File: src/rtl/tpm_pkg.sv
package tpm_pkg;

    localparam int DATA_W   = 16;
    localparam int CNT_W    = 16;
    localparam int ADDR_W   = 3;
    localparam int SYNC_LEN = 32;
    localparam int LFSR_W   = 15;

    localparam logic [ADDR_W-1:0] A_CFG    = 3'd0;
    localparam logic [ADDR_W-1:0] A_USER   = 3'd1;
    localparam logic [ADDR_W-1:0] A_COUNT  = 3'd2;
    localparam logic [ADDR_W-1:0] A_STATUS = 3'd3;
    localparam logic [ADDR_W-1:0] A_MASK   = 3'd4;

    localparam logic [2:0] PAT_ZEROS  = 3'd0;
    localparam logic [2:0] PAT_ONES   = 3'd1;
    localparam logic [2:0] PAT_USER   = 3'd2;
    localparam logic [2:0] PAT_PRBS9  = 3'd3;
    localparam logic [2:0] PAT_PRBS15 = 3'd4;

    typedef struct packed {
        logic       clr_on_rd;
        logic       wrap;
        logic       inv;
        logic [2:0] pat;
    } cfg_t;

    localparam int CFG_W = $bits(cfg_t);

    typedef enum logic {ST_HUNT, ST_LOCK} sync_e;

    function automatic logic is_prbs(input logic [2:0] pat);
        return (pat == PAT_PRBS9) || (pat == PAT_PRBS15);
    endfunction

    // Next bit from recurrence; s[0] is the most recent bit.
    function automatic logic prbs_next(input logic [2:0] pat,
                                       input logic [LFSR_W-1:0] s);
        if (pat == PAT_PRBS9)
            return s[8] ^ s[4];
        return s[14] ^ s[13];
    endfunction

endpackage

File: src/rtl/tpm_ref_gen.sv
module tpm_ref_gen
    import tpm_pkg::*;
(
    input  logic              clk,
    input  logic              rst,
    input  logic              restart,
    input  logic              bit_vld,
    input  logic              bit_in,
    input  cfg_t              cfg,
    input  logic [DATA_W-1:0] user_word,
    output logic              err_event,
    output logic              locked
);
    localparam int IDX_W = $clog2(DATA_W);
    localparam int MC_W  = $clog2(SYNC_LEN + 1);

    logic [LFSR_W-1:0] shreg;
    logic [IDX_W-1:0]  idx;
    logic [MC_W-1:0]   match_cnt;
    sync_e             st;

    logic data_n;
    logic pred;
    logic expect_bit;
    logic prbs_mode;

    assign data_n    = bit_in ^ cfg.inv;
    assign prbs_mode = is_prbs(cfg.pat);
    assign pred      = prbs_next(cfg.pat, shreg);

    always_comb begin
        case (cfg.pat)
            PAT_ONES:   expect_bit = 1'b1;
            PAT_USER:   expect_bit = user_word[idx];
            PAT_PRBS9,
            PAT_PRBS15: expect_bit = pred;
            default:    expect_bit = 1'b0;
        endcase
    end

    assign locked    = !prbs_mode || (st == ST_LOCK);
    assign err_event = bit_vld && locked && (data_n != expect_bit);

    always_ff @(posedge clk) begin
        if (rst || restart) begin
            shreg     <= '0;
            idx       <= IDX_W'(DATA_W - 1);
            match_cnt <= '0;
            st        <= ST_HUNT;
        end else if (bit_vld) begin
            idx <= idx - 1'b1;
            if (prbs_mode) begin
                if (st == ST_LOCK) begin
                    shreg <= {shreg[LFSR_W-2:0], pred};
                end else begin
                    shreg <= {shreg[LFSR_W-2:0], data_n};
                    if (pred == data_n) begin
                        if (match_cnt == MC_W'(SYNC_LEN - 1))
                            st <= ST_LOCK;
                        match_cnt <= match_cnt + 1'b1;
                    end else begin
                        match_cnt <= '0;
                    end
                end
            end
        end
    end

endmodule

File: src/rtl/tpm_err_counter.sv
module tpm_err_counter
    import tpm_pkg::*;
#(
    parameter int W = CNT_W
) (
    input  logic         clk,
    input  logic         rst,
    input  logic         clr,
    input  logic         wrap,
    input  logic         inc,
    output logic [W-1:0] cnt
);
    logic at_top;
    assign at_top = (cnt == {W{1'b1}});

    always_ff @(posedge clk) begin
        if (rst || clr)
            cnt <= '0;
        else if (inc && !(at_top && !wrap))
            cnt <= cnt + 1'b1;
    end

endmodule

File: src/rtl/tpm_regs.sv
module tpm_regs
    import tpm_pkg::*;
(
    input  logic              clk,
    input  logic              rst,
    input  logic              wr,
    input  logic              rd,
    input  logic [ADDR_W-1:0] addr,
    input  logic [DATA_W-1:0] wdata,
    input  logic              err_event,
    input  logic              locked,
    input  logic [CNT_W-1:0]  cnt,
    output cfg_t              cfg,
    output logic [DATA_W-1:0] user_word,
    output logic              mask_bit,
    output logic              sticky,
    output logic              clr_req,
    output logic              cnt_wclr,
    output logic              restart,
    output logic              irq,
    output logic [DATA_W-1:0] rdata
);
    logic wr_cfg, wr_user, wr_mask, wr_stat, rd_stat;

    assign wr_cfg  = wr && (addr == A_CFG);
    assign wr_user = wr && (addr == A_USER);
    assign wr_mask = wr && (addr == A_MASK);
    assign wr_stat = wr && (addr == A_STATUS);
    assign rd_stat = rd && (addr == A_STATUS);

    assign cnt_wclr = wr && (addr == A_COUNT);
    assign restart  = wr_cfg;
    assign clr_req  = cfg.clr_on_rd ? rd_stat : (wr_stat && wdata[0]);

    always_ff @(posedge clk) begin
        if (rst) begin
            cfg       <= '0;
            user_word <= '0;
            mask_bit  <= 1'b1;
            sticky    <= 1'b0;
        end else begin
            if (wr_cfg)  cfg       <= cfg_t'(wdata[CFG_W-1:0]);
            if (wr_user) user_word <= wdata;
            if (wr_mask) mask_bit  <= wdata[0];
            // a new error wins over a clear in the same cycle
            sticky <= err_event || (sticky && !clr_req);
        end
    end

    assign irq = sticky && !mask_bit;

    always_comb begin
        case (addr)
            A_CFG:    rdata = DATA_W'(cfg);
            A_USER:   rdata = user_word;
            A_COUNT:  rdata = DATA_W'(cnt);
            A_STATUS: rdata = DATA_W'({locked, sticky});
            A_MASK:   rdata = DATA_W'(mask_bit);
            default:  rdata = '0;
        endcase
    end

endmodule

File: src/rtl/tpm_monitor.sv
module tpm_monitor
    import tpm_pkg::*;
(
    input  logic              clk,
    input  logic              rst,
    input  logic              bit_in,
    input  logic              bit_vld,
    input  logic              reg_wr,
    input  logic              reg_rd,
    input  logic [ADDR_W-1:0] reg_addr,
    input  logic [DATA_W-1:0] reg_wdata,
    output logic [DATA_W-1:0] reg_rdata,
    output logic              irq
);
    cfg_t              cfg;
    logic [DATA_W-1:0] user_word;
    logic              mask_bit;
    logic              sticky;
    logic              clr_req;
    logic              cnt_wclr;
    logic              restart;
    logic              err_event;
    logic              locked;
    logic              wrap;
    logic [CNT_W-1:0]  err_cnt;

    assign wrap = cfg.wrap;

    tpm_ref_gen u_ref (
        .clk       (clk),
        .rst       (rst),
        .restart   (restart),
        .bit_vld   (bit_vld),
        .bit_in    (bit_in),
        .cfg       (cfg),
        .user_word (user_word),
        .err_event (err_event),
        .locked    (locked)
    );

    tpm_err_counter #(.W(CNT_W)) u_cnt (
        .clk  (clk),
        .rst  (rst),
        .clr  (cnt_wclr),
        .wrap (wrap),
        .inc  (err_event),
        .cnt  (err_cnt)
    );

    tpm_regs u_regs (
        .clk       (clk),
        .rst       (rst),
        .wr        (reg_wr),
        .rd        (reg_rd),
        .addr      (reg_addr),
        .wdata     (reg_wdata),
        .err_event (err_event),
        .locked    (locked),
        .cnt       (err_cnt),
        .cfg       (cfg),
        .user_word (user_word),
        .mask_bit  (mask_bit),
        .sticky    (sticky),
        .clr_req   (clr_req),
        .cnt_wclr  (cnt_wclr),
        .restart   (restart),
        .irq       (irq),
        .rdata     (reg_rdata)
    );

endmodule

File: config.mk
export PLATFORM = sky130hd
export DESIGN_NAME = tpm_monitor
export DESIGN_NICKNAME = d
export VERILOG_FILES = /design/src/rtl/tpm_pkg.sv /design/src/rtl/tpm_ref_gen.sv /design/src/rtl/tpm_err_counter.sv /design/src/rtl/tpm_regs.sv /design/src/rtl/tpm_monitor.sv
export SDC_FILE = /design/constraint.sdc
export NUM_CORES = 1
export LEC_CHECK = 0
export ABC_AREA = 1
export BUFFER_PORTS_ARGS = -buffer_cell sky130_fd_sc_hd__buf_4
export CAP_MARGIN = 20
export CELL_PAD_IN_SITES_DETAIL_PLACEMENT = 0
export CELL_PAD_IN_SITES_GLOBAL_PLACEMENT = 1
export CORE_MARGIN = 2
export CORE_UTILIZATION = 45
export CTS_CLUSTER_SIZE = 30
export DETAILED_ROUTE_END_ITERATION = 10
export PLACE_DENSITY_LB_ADDON = 0.1
export RECOVER_POWER = 25
export SLEW_MARGIN = 40
export SYNTH_ARGS = -nofsm -noshare
export SYNTH_HDL_FRONTEND = slang
export SYNTH_SLANG_ARGS = --single-unit
File: constraint.sdc
create_clock -name clk -period 2.52 [get_ports clk]
set_clock_uncertainty 0.1 [all_clocks]
set_input_delay 0.504 -clock clk [delete_from_list [all_inputs] [get_ports clk]]
set_output_delay 0.504 -clock clk [all_outputs]
set_load 0.03 [all_outputs]
## Word-level counts from Yosys, hierarchy flattened

Index checks and enable logic that the tools add are counted.

- Equality and inequality tests: 12
- $lt $le $gt $ge: 1
- Bitwise logic cells: 4
- Add/subtract/negate cells: 3
- Reduce and logical (&&, ||, !) cells: 27
- Muxes and demuxes: 13

Operators with widths:

| kind | count |
|---|---|
| 16-bit one-hot mux with 5 select lines | 1 |
| 16-bit by 1-bit adder with 16-bit output, second input constant | 1 |
| 16-bit equality test, second input constant | 1 |
| 1-bit logical AND | 13 |
| 3-bit by 2-bit equality test with 1-bit output, second input constant | 4 |
| 1-bit 2-to-1 mux | 9 |
| 6-bit by 1-bit adder with 6-bit output, second input constant | 1 |
| 3-bit by 1-bit equality test with 1-bit output, second input constant | 2 |
| 3-bit equality test, second input constant | 2 |
| 6-bit by 5-bit equality test with 1-bit output, second input constant | 1 |
| 6-bit 2-to-1 mux | 1 |
| 1-bit logical NOT | 5 |
| 1-bit logical OR | 5 |
| 4-bit by 5-bit less-than comparator with 1-bit output, second input constant | 1 |
| 1-bit binary-select mux with 4-bit select | 1 |
| 4-bit by 1-bit subtractor with 4-bit output, second input constant | 1 |
| 3-bit logical NOT | 1 |
| 1-bit one-hot mux with 3 select lines | 1 |
| 3-bit AND reduction | 1 |
| 1-bit bitwise XOR | 3 |
| 2-bit AND reduction | 1 |
| 2-bit OR reduction | 1 |
| 1-bit equality test | 1 |
| 1-bit inequality test | 1 |
| 1-bit NOT | 1 |

- Bits of input ports: 25
- Bits in registers: 66
- Logic and storage cells: 72
- Output and inout bits: 17

## Depth between registers and ports, before layout

Gate-level depths: netlist of the first run.

- Word-level depth: 7
- Gate-level depth with buffers: 14
- Depth with buffers taken out: 13

## Modules after synthesis

A second synthesis of the first run with hierarchy kept.

- Cells, all modules: 552
- Area, all modules: 3608.5 µm²

By module, submodules not included:

| module | seq. area each (µm²) | area each (µm²) | instances | cells an instance |
|---|---|---|---|---|
| tpm_ref_gen | 520.5 | 1407.6 | 1 | 204 |
| tpm_regs | 480.5 | 1303.8 | 1 | 200 |
| tpm_err_counter | 320.3 | 897.1 | 1 | 148 |

## Least setup slack after synthesis of the first run

No wires, ideal clock.

- Path type: input -> output
- Start point: in reg_addr[0]
- End point: out reg_rdata[0]
- Slack: 0.025 ns
- Buffers on the path: 0
- Cell stages on the path: 3
- Arrival: 1.891 ns
- Required time: 1.916 ns
- Cell sequence: nor3_2 -> clkinv_1 -> o21ai_0

- Longest elaborated chain between the ends: 2
- Elaborated cells between the ends (all ways): 6
- Those cells by class: eq/ne (4); mux (1); reduce/logical (1)

RTL lines:

| item | RTL line | text |
|---|---|---|
| start, declared | tpm_monitor.sv:10 | `input logic [ADDR_W-1:0] reg_addr,` |
| 3-bit equality test, or another cell as far along | tpm_regs.sv:53 | `case (addr)` |
| 16-bit one-hot mux with 5 select lines * | tpm_regs.sv:53 |  |
| end, declared | tpm_monitor.sv:12 | `output logic [DATA_W-1:0] reg_rdata,` |

Every way passes the cells marked *; elsewhere a longest branch is shown, timed or not.

## Final worst setup path of the first run

- Start point: reg u_regs.cfg[0] (netlist name)
- End point: out reg_rdata[1]

- Longest elaborated chain between the ends: 5
- Elaborated cells between the ends (all ways): 6
- Those cells by class: eq/ne (2); mux (1); reduce/logical (3)

RTL lines:

| item | RTL line | text |
|---|---|---|
| 3-bit by 2-bit equality test with 1-bit output / 3-bit equality test (equally long branches) | tpm_pkg.sv:33 | `return (pat == PAT_PRBS9) \|\| (pat == PAT_PRBS15);` |
| 1-bit logical OR * | tpm_pkg.sv:33 |  |
| 1-bit logical NOT * | tpm_ref_gen.sv:41 | `assign locked = !prbs_mode \|\| (st == ST_LOCK);` |
| 1-bit logical OR * | tpm_ref_gen.sv:41 |  |
| 16-bit one-hot mux with 5 select lines * | tpm_regs.sv:53 |  |

Marks and branches as above.

==> out/results.ini, run 1 <==
[finish]
syn_to_final_growth_pct = 16.68
fillers = 779
layout.nets = 551
diodes = 0
drive_gt1_share_pct = 20.64

[synth]
yosysSeqAreaShare_pct = 37.73
syn_area_per_cell_um2 = 7.342
synth_fp_nets = 505
synth-edff-count = 0
netlist_top_cells_area = dfxtp_1, nand2_1, nor2_1, o21ai_0, inv_1
syn_inst = 477
yosysWarningCount = 0
synth-main-ff-cell = dfxtp_1
synth_top_area_share_pct = 37.73
async_flop_share_pct = 0
netlist_area_mm2 = 0.003502
yosysUniqueCellTypes = 41
synth_seq_cells = 66
synth_largest_area_cell = dfxtp_1

[clocking]
clock-sinks = 66
numCtsBuffers = 9
cts_root_buf = clkbuf_8
cts_hold_buf = 0
cts_tree = built
cts_buffer_depth = 2
cts_resized = 0
clock_latency_ns = 0.33
htree_levels = 3
cts_setup_buffers = 0
clk_pin_slew_ns = 0.07

[global_routing]
grt_max_degree = 32
grt_pass1_vias = 3128
overflow = 0
grt_pass1_wl_um = 15290
grtUsageTotal_pct = 22.27
grt_antenna_before_repair = 0

[power_and_ir_drop]
power_density_mw_per_mm2 = 545.2
vdd_drop_max_mv = 0.2842
p_leak_nw = 1.664

[critical_path]
crit_arrival_ns = 1.75
crit_cells = 7
critPathCapture = reg_rdata[1]
end_kind = primary output
r2r_start = u_ref.idx[0]
rr_worst_depth = 11
crit_type = reg2out
r2r-end = u_cnt.cnt[14]
critPathLaunchType = register
cp_data_required_time_ns = 1.92
cp_top_family = flip-flops
cp_slowest_cell = dfxtp_1
cp_max_fo = 6
path_cells = nand3_2, inv_2, a21oi_4, or2_4, a21oi_1, o21ai_0, buf_4
r2r_slack_ns = 0.45
worst_path_largest_cell_delay_ns = 0.45
crit_buf_inv = 2
crit_start = u_regs.cfg[0]

[worst_hold_path]
hold_path.class = in2reg

[place]
hpwlAfterDp_um = 6568
port_buffers = 41
gp_congestion = 0.8687

[drt]
drtIter0Drc = 160
drt-total-wl_um = 8912
vias_per_cell = 5.235
dr.pass1.iters = 4
route.vias.total = 3298
drtAntennaViolNets = 0
wire_per_inst_um = 14.15
drc_errors = 0

[floorplan]
start_util_pct = 45.80
fp.dieW_um = 92.22
dieArea_mm2 = 0.008505
rows = 32
io_pins = 42
core-area_mm2 = 0.007647
die_h_um = 92.22

[sta]
maxSlewViolCount = 0
timing.fmax_mhz = 425.4
period_needed_ns = 2.351
setup_viol = 0
maxSlewHeadroom_pct = 47.62
grt_setup_unrepaired = no
fin_setup_tns_ns = 0
worst_slew_pin_slew_ns = 0.7857
final.period_utilization_pct = 93.28
hold-worst-slack_ns = 0.3201
hold_viol_final = 0

[run]
cap_violations = 0

[outcome]
outcome = completed

[worst min path at each step]
stage / start / to / cells after the start
global placement: u_ref.shreg[1] / u_ref.shreg[2] / 2
detailed placement: u_cnt.cnt[15] / u_cnt.cnt[15] / 2
CTS: rst / u_regs.sticky / 2
finish: reg_wdata[3] / u_regs.cfg[3] / 3
floorplan: u_regs.user_word[1] / u_regs.user_word[1] / 2
global route: reg_wdata[4] / u_regs.cfg[4] / 3
[flip-flops by register name (all words and copies together) (netlist names)]
| name | cells |
|---|---|
| u_ref.shreg | 15 |
| u_cnt.cnt | 16 |
| u_regs.sticky | 1 |
| u_regs.user_word | 16 |
| u_ref.match_cnt | 6 |
| u_regs.mask_bit | 1 |
| u_ref.idx | 4 |
| u_regs.cfg | 6 |
| u_ref.st | 1 |
[layer usage]
layer / track usage [%] / share of wire [%]
met5: 0 / 0
met4: 7.214 / 1.2
met3: 3.780 / 6.4
met2: 33.70 / 43
met1: 32.16 / 50
[cell usage in the layout (no fill, tap or decap), types with 15 or more instances in the layout]
master / count
nand2_1: 67
dfxtp_1: 66
nor2_1: 62
inv_1: 48
buf_4: 47
o21ai_0: 45
a21oi_1: 31
nand3_1: 28
xor2_1: 18
nand2_2: 15
nand4_1: 15
[worst reg2reg max path: stages, from the launching register on]
cell     delay, ns
dfxtp_1       0.46
buf_4         0.19
nand2_1       0.05
nand3_1       0.08
nand3_1       0.08
nand3_1       0.08
nand2_1       0.07
nand2_2       0.12
nand2_4       0.07
a21oi_4       0.39
nand4_1       0.18
a21oi_2       0.15
[stage by stage]
| step | cells | setup WS, ns | total power [W] | util (%) | cell area [um2] |
|---|---|---|---|---|---|
| 6_report | 630 | 0.1693 | 0.002228 | 53.44 | 4086 |
| 5_1_grt | 630 | 0.03659 | 0.002325 | 53.44 | 4086 |
| 4_1_cts | 630 | 0.1558 | 0.002253 | 53.78 | 4113 |
| 3_5_place_dp | 614 | 0.2503 | 0.001371 | 51.23 | 3918 |
| 3_3_place_gp | 614 | 0.2545 | 0.001370 | 51.23 | 3918 |
| 2_1_floorplan | 477 | 0.02529 | 0.001282 | - | 3502 |
[where the power goes]
group          total, W  switching (W)  internal [W]
clock          0.000884       0.000425      0.000459
combinational  0.000256       0.000165     0.0000906
sequential      0.00109      0.0000188       0.00107
[kinds of logic (layout without fill, tap and decap cells)]
kind of cell | Yosys count | count (layout) | share of synthesized area (%)
xor+xnor | 23 | 23 | 5.752
fa+ha+maj | 3 | 3 | 1.072
flops | 66 | 66 | 37.73
compound gates | 103 | 103 | 17.65
buf+inv | 74 | 125 | 8.932
simple gates | 208 | 208 | 28.87
[synth_stat cells (9+ instances only)]
library cell  count
nor2_1           62
a21oi_2           9
xor2_1           18
nand2_1          67
nand2_2          15
inv_1            47
nand3_1          28
inv_2            10
a21oi_1          31
clkbuf_1         10
dfxtp_1          66
o21ai_0          45
nand4_1          15
[cell type report]
class,count,area [um2],share of cell area (%)
flip-flops and latches,66,1321,32.33
multi-input cells,337,1857,45.44
well taps,102,127.6,3.123
repair buffers,51,367.9,9.002
clock inverters,6,67.56,1.653
inverters,58,217.7,5.328
clock buffers,10,127.6,3.123
No activity file was read; power rests on OpenSTA's default activity.
==> run 2, diff against run 1 <==
--- a/config.mk
+++ b/config.mk
@@ -14,7 +14,7 @@
 export CORE_UTILIZATION = 45
 export CTS_CLUSTER_SIZE = 30
 export DETAILED_ROUTE_END_ITERATION = 10
-export PLACE_DENSITY_LB_ADDON = 0.1
+export PLACE_DENSITY_LB_ADDON = 0.2
 export RECOVER_POWER = 25
 export SLEW_MARGIN = 40
 export SYNTH_ARGS = -nofsm -noshare
==> run 2 against run 1 <==
Final cell count did not move. Clock power fell by 2.8%. Non-clock buffer count did not move. Sequential share of layout area rose by 0.079 points. Worst hold slack improved by 0.00066 ns. Power fell by 1.2%. Combinational power barely moved. Highest routed layer unchanged. Wire length fell by 0.88%. Critical endpoint unchanged. Design area fell by 0.24%.
==> out/results.ini, run 2 (synthesized netlist as in run 1, its figures left out) <==
[finish]
drive_gt1_share_pct = 20.64  ; unchanged
final_common_cell = nand2_1
reg.largest.list = u_cnt.cnt (16), u_regs.user_word (16), u_ref.shreg (15)
diodes = 0  ; unchanged
layout.nets = 551  ; unchanged
final_cell_mix = nand2_1, dfxtp_1, nor2_1, inv_1, buf_4
syn_to_final_growth_pct = 16.40

[critical_path]
r2r-end = u_cnt.cnt[10]
crit_arrival_ns = 1.74  ; about the same
critPathLaunchType = register
rr_worst_depth = 11  ; unchanged
cp_max_fo = 6  ; unchanged
cp_data_required_time_ns = 1.92  ; about the same
crit_type = reg2out
r2r_start = u_ref.idx[0]
r2r_slack_ns = 0.38  ; -0.07 ns
end_kind = primary output
crit_start = u_regs.cfg[0]

[floorplan]
die_h_um = 92.22  ; unchanged
core-area_mm2 = 0.007647  ; unchanged
dieArea_mm2 = 0.008505  ; unchanged
start_util_pct = 45.80  ; unchanged
fp.dieW_um = 92.22  ; unchanged
io_pins = 42  ; unchanged
rows = 32  ; unchanged

[global_routing]
grt_max_degree = 32  ; unchanged
grt_use_met2_pct = 32.48  ; -1.2 points
use_met3_pct = 4.108  ; +0.33 points
grt_pass1_vias = 2997  ; -4.2%
grtUsageTotal_pct = 22.07  ; -0.20 points
busiest_layer = met2
gr-usage-met1_pct = 32.07  ; -0.089 points
grt_pass1_wl_um = 14790  ; -3.3%
overflow = 0  ; unchanged
grt_antenna_before_repair = 0  ; unchanged

[drt]
wire_per_inst_um = 14.02  ; -0.88%
dr.pass1.iters = 5  ; +1
route.vias.total = 3230  ; -2.1%
drc_errors = 0  ; unchanged
vias_per_cell = 5.127  ; -2.1%
drtIter0Drc = 152  ; -5.0%
drtAntennaViolNets = 0  ; unchanged
drt-total-wl_um = 8834  ; -0.88%

[run]
cap_violations = 0  ; unchanged

[clocking]
cts_hold_buf = 0  ; unchanged
numCtsBuffers = 9  ; unchanged
cts_setup_buffers = 0  ; unchanged
clock-sinks = 66  ; unchanged
cts_root_buf = clkbuf_8
cts_tree = built
clk_pin_slew_ns = 0.07  ; about the same
cts_buffer_depth = 2  ; unchanged
htree_levels = 3  ; unchanged
cts_resized = 0  ; unchanged
clock_latency_ns = 0.34  ; about the same

[sta]
timing.fmax_mhz = 426.8  ; +0.33%
hold_viol_final = 0  ; unchanged
worst_slew_pin_slew_ns = 0.8335  ; +0.04784 ns
maxSlewHeadroom_pct = 44.43  ; -3.2 points
period_needed_ns = 2.343  ; -0.007681 ns
fin_setup_tns_ns = 0  ; unchanged
final.period_utilization_pct = 92.98  ; -0.30 points
setup_viol = 0  ; unchanged
maxSlewViolCount = 0  ; unchanged
hold-worst-slack_ns = 0.3208  ; +0.0006580 ns
grt_setup_unrepaired = no

[worst_hold_path]
min_from = reg_wdata[4]
hold_path.class = in2reg
min_to = u_regs.cfg[4]
whs_path_depth = 3  ; unchanged

[power_and_ir_drop]
p_leak_nw = 1.668  ; +0.20%
vdd_drop_max_mv = 0.3200  ; +13%
power_w = 0.002201  ; -1.2%
power_density_mw_per_mm2 = 540.0  ; -0.95%

[outcome]
outcome = completed

[place]
port_buffers = 41  ; unchanged
hpwlAfterDp_um = 6473  ; -1.4%
gp_congestion = 0.8217  ; -5.4%

-- run 2: critical path, stage by stage (launching register included) --
cell	delay (ns)
dfxtp_1	0.45
nand3_2	0.12
inv_2	0.10
a21oi_4	0.04
or2_4	0.28
a21oi_1	0.12
o21ai_0	0.10
buf_4	0.18
-- run 2: worst max path at each step --
| stage | endpoint | slack, ns | cells after the start |
|---|---|---|---|
| after floorplan | reg_rdata[0] | 0.03 | 3 |
| after global placement | reg_rdata[3] | 0.40 | 6 |
| after detailed placement | u_regs.user_word[3] | 0.37 | 8 |
| after CTS | reg_rdata[1] | 0.15 | 7 |
| after global routing | reg_rdata[1] | 0.03 | 7 |
| final | reg_rdata[1] | 0.18 | 7 |
-- run 2: where the power goes --
part | switching [W] | leakage, nW | internal [W]
Clock | 0.000409 | 0.0958 | 0.000450
Combinational | 0.000162 | 1.04 | 0.0000905
Sequential | 0.0000196 | 0.535 | 0.00107
-- run 2: cell type report --
| class | count | area [um2] |
|---|---|---|
| Clock inverter | 6 | 57.56 |
| Clock buffer | 10 | 127.6 |
| Timing Repair Buffer | 51 | 367.9 |
| Sequential cell | 66 | 1321 |
| Multi-Input combinational cell | 337 | 1857 |
| Inverter | 58 | 217.7 |
| Tap cell | 102 | 127.6 |
| Fill cell | 769 | 3571 |
-- run 2: per-layer routing --
layer,routed length [um],vias up
li1,-,1669
met1,4436,1467
met2,3846,88
met3,464,6
met4,85,0
met5,0,-
-- run 2: stage by stage --
stage | std cells | utilization (%) | cell area, um2 | setup WS, ns
5_1_grt | 630 | 53.31 | 4076 | 0.02914
4_1_cts | 630 | 53.65 | 4103 | 0.1460
2_1_floorplan | 477 | - | 3502 | 0.02529
3_3_place_gp | 614 | 51.23 | 3918 | 0.4032
3_5_place_dp | 614 | 51.23 | 3918 | 0.3727
6_report | 630 | 53.31 | 4076 | 0.1770
